[config.mk]
export PLATFORM = sky130hd
export DESIGN_NAME = seconds_rtc
export DESIGN_NICKNAME = d
export VERILOG_FILES = /design/src/rtl/seconds_rtc.sv
export SDC_FILE = /design/constraint.sdc
export NUM_CORES = 1
export LEC_CHECK = 0
export ABC_AREA = 1
export BUFFER_PORTS_ARGS = -buffer_cell sky130_fd_sc_hd__buf_2
export CORE_MARGIN = 2
export CORE_UTILIZATION = 30
export DETAILED_ROUTE_END_ITERATION = 7
export PLACE_DENSITY = 0.48
export SLEW_MARGIN = 10
export SYNTH_ARGS = -nofsm -noshare
export SYNTH_HDL_FRONTEND = slang
export SYNTH_SLANG_ARGS = --single-unit
[constraint.sdc]
create_clock -name clk -period 3.47 [get_ports clk]
set_clock_uncertainty 0.2 [all_clocks]
set_input_delay 0.8675 -clock clk [delete_from_list [all_inputs] [get_ports clk]]
set_output_delay 0.8675 -clock clk [all_outputs]
set_load 0.005 [all_outputs]
[src/rtl/seconds_rtc.sv]
module seconds_rtc #(
  parameter int PRESCALE = 32768,
  parameter int WR_HOLD  = 4,
  parameter int AW       = 8
) (
  input  logic          clk,
  input  logic          rst_n,
  input  logic [AW-1:0] bus_addr,
  input  logic          bus_wr,
  input  logic [31:0]   bus_wdata,
  output logic [31:0]   bus_rdata,
  output logic          irq
);
  localparam int PW = (PRESCALE > 1) ? $clog2(PRESCALE) : 1;
  localparam int HW = $clog2(WR_HOLD + 1);
  localparam logic [AW-1:0] A_CTRL = AW'(8'h00);
  localparam logic [AW-1:0] A_SEC  = AW'(8'h04);
  localparam logic [AW-1:0] A_ALM  = AW'(8'h08);
  localparam logic [AW-1:0] A_REG  = AW'(8'h0C);
  localparam logic [AW-1:0] A_SCR  = AW'(8'h34);

  logic [PW-1:0] pre_q;
  logic [HW-1:0] hold_q;
  logic [AW-1:0] pa_q;
  logic [31:0]   pd_q;
  logic [31:0]   sec_q, alm_q, reg_q, scr_q;
  logic          cnt_en, sf, sie, af, aie, aen;
  logic          wr_rdy, mapped, accept, commit, tick, c_ctrl;
  logic [31:0]   sec_next;

  assign mapped   = bus_addr inside {A_CTRL, A_SEC, A_ALM, A_REG, A_SCR};
  assign wr_rdy   = (hold_q == '0);
  assign accept   = bus_wr && wr_rdy && mapped;
  assign commit   = (hold_q == HW'(1));
  assign c_ctrl   = commit && (pa_q == A_CTRL);
  assign tick     = cnt_en && (pre_q == PW'(PRESCALE - 1));
  assign sec_next = sec_q + 32'd1;
  assign irq      = (sf && sie) || (af && aie);

  always_ff @(posedge clk) begin
    if (!rst_n)      pre_q <= '0;
    else if (cnt_en) pre_q <= tick ? '0 : pre_q + PW'(1);
  end

  always_ff @(posedge clk) begin
    if (!rst_n) begin
      hold_q <= '0;
      pa_q   <= '0;
      pd_q   <= '0;
    end else if (accept) begin
      hold_q <= HW'(WR_HOLD);
      pa_q   <= bus_addr;
      pd_q   <= bus_wdata;
    end else if (!wr_rdy) begin
      hold_q <= hold_q - HW'(1);
    end
  end

  always_ff @(posedge clk) begin
    if (!rst_n)                      sec_q <= '0;
    else if (commit && pa_q == A_SEC) sec_q <= pd_q;
    else if (tick)                   sec_q <= sec_next;
  end

  always_ff @(posedge clk) begin
    if (!rst_n) begin
      alm_q <= '0;
      reg_q <= '0;
      scr_q <= '0;
    end else if (commit) begin
      if (pa_q == A_ALM) alm_q <= pd_q;
      if (pa_q == A_REG) reg_q <= pd_q;
      if (pa_q == A_SCR) scr_q <= pd_q;
    end
  end

  always_ff @(posedge clk) begin
    if (!rst_n) begin
      cnt_en <= 1'b0;
      aen    <= 1'b0;
      aie    <= 1'b0;
      sie    <= 1'b0;
      sf     <= 1'b0;
      af     <= 1'b0;
    end else begin
      if (c_ctrl) begin
        cnt_en <= pd_q[0];
        aen    <= pd_q[2];
        aie    <= pd_q[3];
        sie    <= pd_q[5];
      end
      sf <= tick || (sf && !(c_ctrl && !pd_q[6]));
      af <= (tick && aen && (sec_next == alm_q)) || (af && !(c_ctrl && !pd_q[4]));
    end
  end

  always_comb begin
    bus_rdata = '0;
    case (bus_addr)
      A_CTRL:  bus_rdata = {24'h0, wr_rdy, sf, sie, af, aie, aen, 1'b0, cnt_en};
      A_SEC:   bus_rdata = sec_q;
      A_ALM:   bus_rdata = alm_q;
      A_REG:   bus_rdata = reg_q;
      A_SCR:   bus_rdata = scr_q;
      default: bus_rdata = '0;
    endcase
  end

  p_rdy_drop_r4: assert property (@(posedge clk) disable iff (!rst_n)
    accept |=> !wr_rdy);

  p_busy_ignore_r4: assert property (@(posedge clk) disable iff (!rst_n)
    !wr_rdy |=> ($stable(pd_q) && $stable(pa_q)));

  p_sec_hold_r5: assert property (@(posedge clk) disable iff (!rst_n)
    (!cnt_en && !(commit && pa_q == A_SEC)) |=> $stable(sec_q));

  p_flag_keep_r3: assert property (@(posedge clk) disable iff (!rst_n)
    (sf && !(c_ctrl && !pd_q[6])) |=> sf);

  p_alarm_gate_r7: assert property (@(posedge clk) disable iff (!rst_n)
    $rose(af) |-> $past(aen));

  p_irq_cause_r8: assert property (@(posedge clk) disable iff (!rst_n)
    $rose(irq) |-> ($past(tick) || $past(commit)));

  p_sec_step_r10: assert property (@(posedge clk) disable iff (!rst_n)
    (!tick && !(commit && pa_q == A_SEC)) |=> $stable(sec_q));
endmodule

==> Word-level counts from Yosys, hierarchy flattened <==
Index checks and enable logic that the tools add are counted.
{ "totals": {"in_bits": 43, "ff_bits": 192, "out_inout_bits": 33, "wordCells": 66} }
{ "classes": {"n_eq_ne": 12, "muxes": 6, "n_addsub": 3, "n_reduce_logical": 29, "bitwise": 1} }
{ "ops": {"columns": ["cell", "count"], "rows": [
  ["$pmux W32 S5", 1],
  ["$mux W32", 2],
  ["$add A32 B1 Y32 const B", 1],
  ["$eq A32 B32 Y1", 1],
  ["$eq A8 B4 Y1 const B", 4],
  ["$eq A8 B3 Y1 const B", 2],
  ["$eq A8 B6 Y1 const B", 2],
  ["$logic_not A8 Y1", 2],
  ["$add A15 B1 Y15 const B", 1],
  ["$eq A15 B15 Y1 const B", 1],
  ["$mux W15", 1],
  ["$logic_and A1 B1 Y1", 13],
  ["$mux W3", 2],
  ["$reduce_and A2 Y1", 3],
  ["$reduce_bool A5 Y1", 1],
  ["$logic_not A1 Y1", 4],
  ["$eq A3 B1 Y1 const B", 1],
  ["$logic_not A3 Y1", 1],
  ["$logic_or A1 B1 Y1", 3],
  ["$sub A3 B1 Y3 const B", 1],
  ["$ne A2 B1 Y1 const B", 1],
  ["$reduce_bool A2 Y1", 1],
  ["$reduce_or A2 Y1", 1],
  ["$not A1 Y1", 1]
]} }

==> Depth between registers and ports, before layout <==
{ "depth": {"ltp_word": 6, "depth_mapped": 15, "mapped_depth_nobuf": 15} }

==> Least setup slack after synthesis <==
No wires, ideal clock.
{ "synth_path": {"kind": "input port to output port", "start": "input bus_addr[7]", "end": "output bus_rdata[2]", "required_time_ns": 2.403, "arrival_time_ns": 2.089, "n_path_buf": 0, "slack_ns": 0.314, "cell_stages": 5, "cell_sequence": "nor4_1 > nand2_1 > nor3_1 > a211oi_1 > o21ai_0"} }
{ "synth_via": {"elab_chain_cells": 2, "elab_cells_between_ends": 6, "cone_classes": "eq/ne: 4; mux: 1; reduce/logical: 1"} }
{ "synth_lines": {"columns": ["item", "line_no", "text"], "rows": [
  ["start: declaration", "8", "input logic [AW-1:0] bus_addr,"],
  ["$eq A8 B6 Y1, or another cell as far along", "99", "case (bus_addr)"],
  ["$pmux W32 S5 (*)", "99", null],
  ["end: declaration", "11", "output logic [31:0] bus_rdata,"]
]} }
Mark *: on every way between the ends. The rest lies on a longest branch, timed or not.

==> Worst setup path in the final report <==
{ "layout_path": {"start": "input bus_addr[6]", "end": "output bus_rdata[17]"} }
Same word-level chain as after synthesis.

==> metrics.csv <==
stage,metric,value,unit
power,leakagePower,4.01,nW
clock_network,clkTransAtPathRegs,0.07,ns
place,dpl.hpwl,22700,microns
worst_setup_path,cp_slowest_cell,nor4_2,
synthesis,synth_area_leader_cell,dfxtp_1,
synthesis,synth_area,0.00960,sq mm
clock_network,cts_hold_buf,0,
clock_network,insertion_delay,0.44,ns
status,outcome,"finished, final reports clean",
run,drv_cap,0,
power,p_per_area,412,mW/mm^2
clock_network,clock-sinks,192,
power,peakVddDrop,0.249,mV
place,io_buffer_count,75,
timing,report.final.slew_viol_count,0,
floorplanning,io_pins,76,
worst_setup_path,path_cells,"buf_2, nor4_2, buf_4, nand4_1, buf_4, clkbuf_16, o22ai_1, a21oi_1, o21ai_0, buf_2",
timing,setup_viol,0,
timing,tightest_slew,0.736,ns
routing,drc_errors,0,
global_routing,grt_pass1_wl,50400,microns
routing,dr.pass1.iters,5,
synthesis,synth.top_cell.area_share,40.1,%
synthesis,syn_area_per_cell,6.84,sq um
worst_setup_path,crit_fanout,14,
timing,fin_crit,3.42,ns
synthesis,netlist_top_cells_area,"dfxtp_1, nand2_1, inv_1",
worst_setup_path,start_kind,input port,
worst_setup_path,arrival,2.35,ns
synthesis,synth_edf_count,0,
global_routing,grt_max_degree,92,
floorplanning,rows,65,
synthesis,synthCells,1402,
routing,wl_per_cell,17.4,microns
synthesis,yosysWarnings,0,
routing,drt_iter0_markers,594,
clock_network,cts_tree,built,
worst_setup_path,worstSetupPathType,in -> out,
finish,n_antenna_cell,0,
clock_network,htreeDepth,4,
clock_network,cts_buffer_depth,2,
synthesis,yosysSeqAreaShare,40.1,%
place,dpl.cell_count,1839,
place,globalplace.congestion,0.844,
clock_network,numCtsBuffers,17,
finish,drive_gt1_share,12.2,%
timing,hold_viol_final,0,
finish,nets,1508,
finish,area_growth,16.9,%
timing,worst_slack,0.0479,ns
synthesis,ys_ff_latch,192,
routing,wirelength,32600,microns
clock_network,clockRootBuffer,clkbuf_16,
finish,final_common_cell,nand2_1,
routing,viasPerCell,4.92,
global_routing,grt_use_total,19.6,%
global_routing,overflow,0,
floorplanning,start_util,30.4,%
global_routing,first_global_vias,8788,
global_routing,antenna_found_initial,0,
timing,rsz0062_at_grt,yes,
routing,postRouteAntennaNets,0,
worst_setup_path,end_kind,output port,
synthesis,ys_types,43,
worst_setup_path,max_stage_delay,0.26,ns
floorplanning,core-area,0.0316,sq mm
floorplanning,die_w,183,microns
routing,via_count,9225,
finish,fin_cells,1874,
timing,whs,0.240,ns
place,pre_cts_slack,-0.00386,ns
timing,period_share,98.6,%
worst_setup_path,required,2.40,ns
floorplanning,die_h,183,microns
finish,final_cell_mix,"nand2_1, inv_1, dfxtp_1",
synthesis,synth_ff_type,dfxtp_1,
floorplanning,die_area,0.0334,sq mm
synthesis,syn_nets,1451,
synthesis,async_reset_ff_share,0,%
timing,relSlewSlack,50.9,%
timing,max_freq,0.292,GHz
hold_path,min_path_type,reg -> reg,
==> worst paths after layout <==
kind / from / endpoint / slack [ns] / cells after the start
hold reg to reg: pa_q[6] / pa_q[6] / 0.24 / 2
setup reg to reg: sec_q[0] / af / 0.65 / 15
setup / recovery: bus_addr[6] / bus_rdata[17] / 0.05 / 10
hold / removal: pa_q[6] / pa_q[6] / 0.24 / 2
==> state kept, by name (all words and copies together), names as in the netlist <==
signal	cells
cnt_en	1
alm_q	32
pd_q	32
hold_q	3
pa_q	8
scr_q	32
sf	1
aie	1
sie	1
pre_q	15
aen	1
reg_q	32
sec_q	32
af	1
==> timing repair <==
| action | in CTS | in global routing |
|---|---|---|
| buffers inserted | 0 | 2 |
| endpoints found under the setup margin | 1 | 23 |
| gates resized for setup | 1 | 22 |
| gates cloned | 0 | 1 |
| pin swaps | 0 | 1 |
==> cells by family after synthesis <==
family	after synthesis	share of synthesized area (%)
xor gates and xnor gates	7	0.926
and+or+nand+nor	550	24.4
DFF	192	40.1
buffers and inverters	275	11.1
AOI/OAI and AO/OA	372	22.7
adders and majority gates	6	0.782
==> routing by layer <==
metal | GRT usage (%) | vias up | part of all wire, %
met5 | 0 | - | 0
met2 | 31.4 | 140 | 45
li1 | - | 4755 | -
met3 | 2.54 | 25 | 3.6
met4 | 4.93 | 0 | 1.4
met1 | 27.8 | 4305 | 50
==> area by class of cell <==
class                           count  area, sq um
Clock buffer                       17          425
Clock inverter                     15          174
Fill cell                        3478        20300
Inverter                          208          781
Multi-Input combinational cell    935         4750
Sequential cell                   192         3840
Tap cell                          402          503
Timing Repair Buffer              105          738
==> power by group <==
group          internal [W]  switching, W  leakage [nW]
clock               0.00109      0.000957         0.292
combinational     0.0000975      0.000195          2.17
sequential          0.00225     0.0000406          1.55
total               0.00343       0.00119          4.01
==> cell usage after synthesis, types with 6 or more instances <==
library cell and n:
a211oi_1 67, nand2_1 257, inv_1 200, clkbuf_1 51, o21ai_0 106, nor2_4 7, nand3_1 83, a31oi_1 14
a21oi_1 114, ha_1 6, dfxtp_1 192, buf_2 13, o22ai_1 40, nor2_2 6, inv_2 8, nor2_1 170
o221ai_1 9, o21ai_1 6
==> critical path: cells and delay by family <==
family	cells	cell delay, ns
buffers and inverters	5	0.82
AND/OR/NAND/NOR	2	0.36
AO/OA/AOI/OAI	3	0.30
==> through the flow <==
step,cell area (sq um),setup TNS [ns],power (W),util [%]
after floorplan,9600,0,0.00251,-
after global placement,10500,0,0.00262,33.3
after detailed placement,10500,-0.00386,0.00263,33.3
after CTS,11100,0,0.00468,35.2
after global routing,11200,-0.504,0.00481,35.5
final,11200,0,0.00463,35.5
No activity file was read; power rests on OpenSTA's default activity.
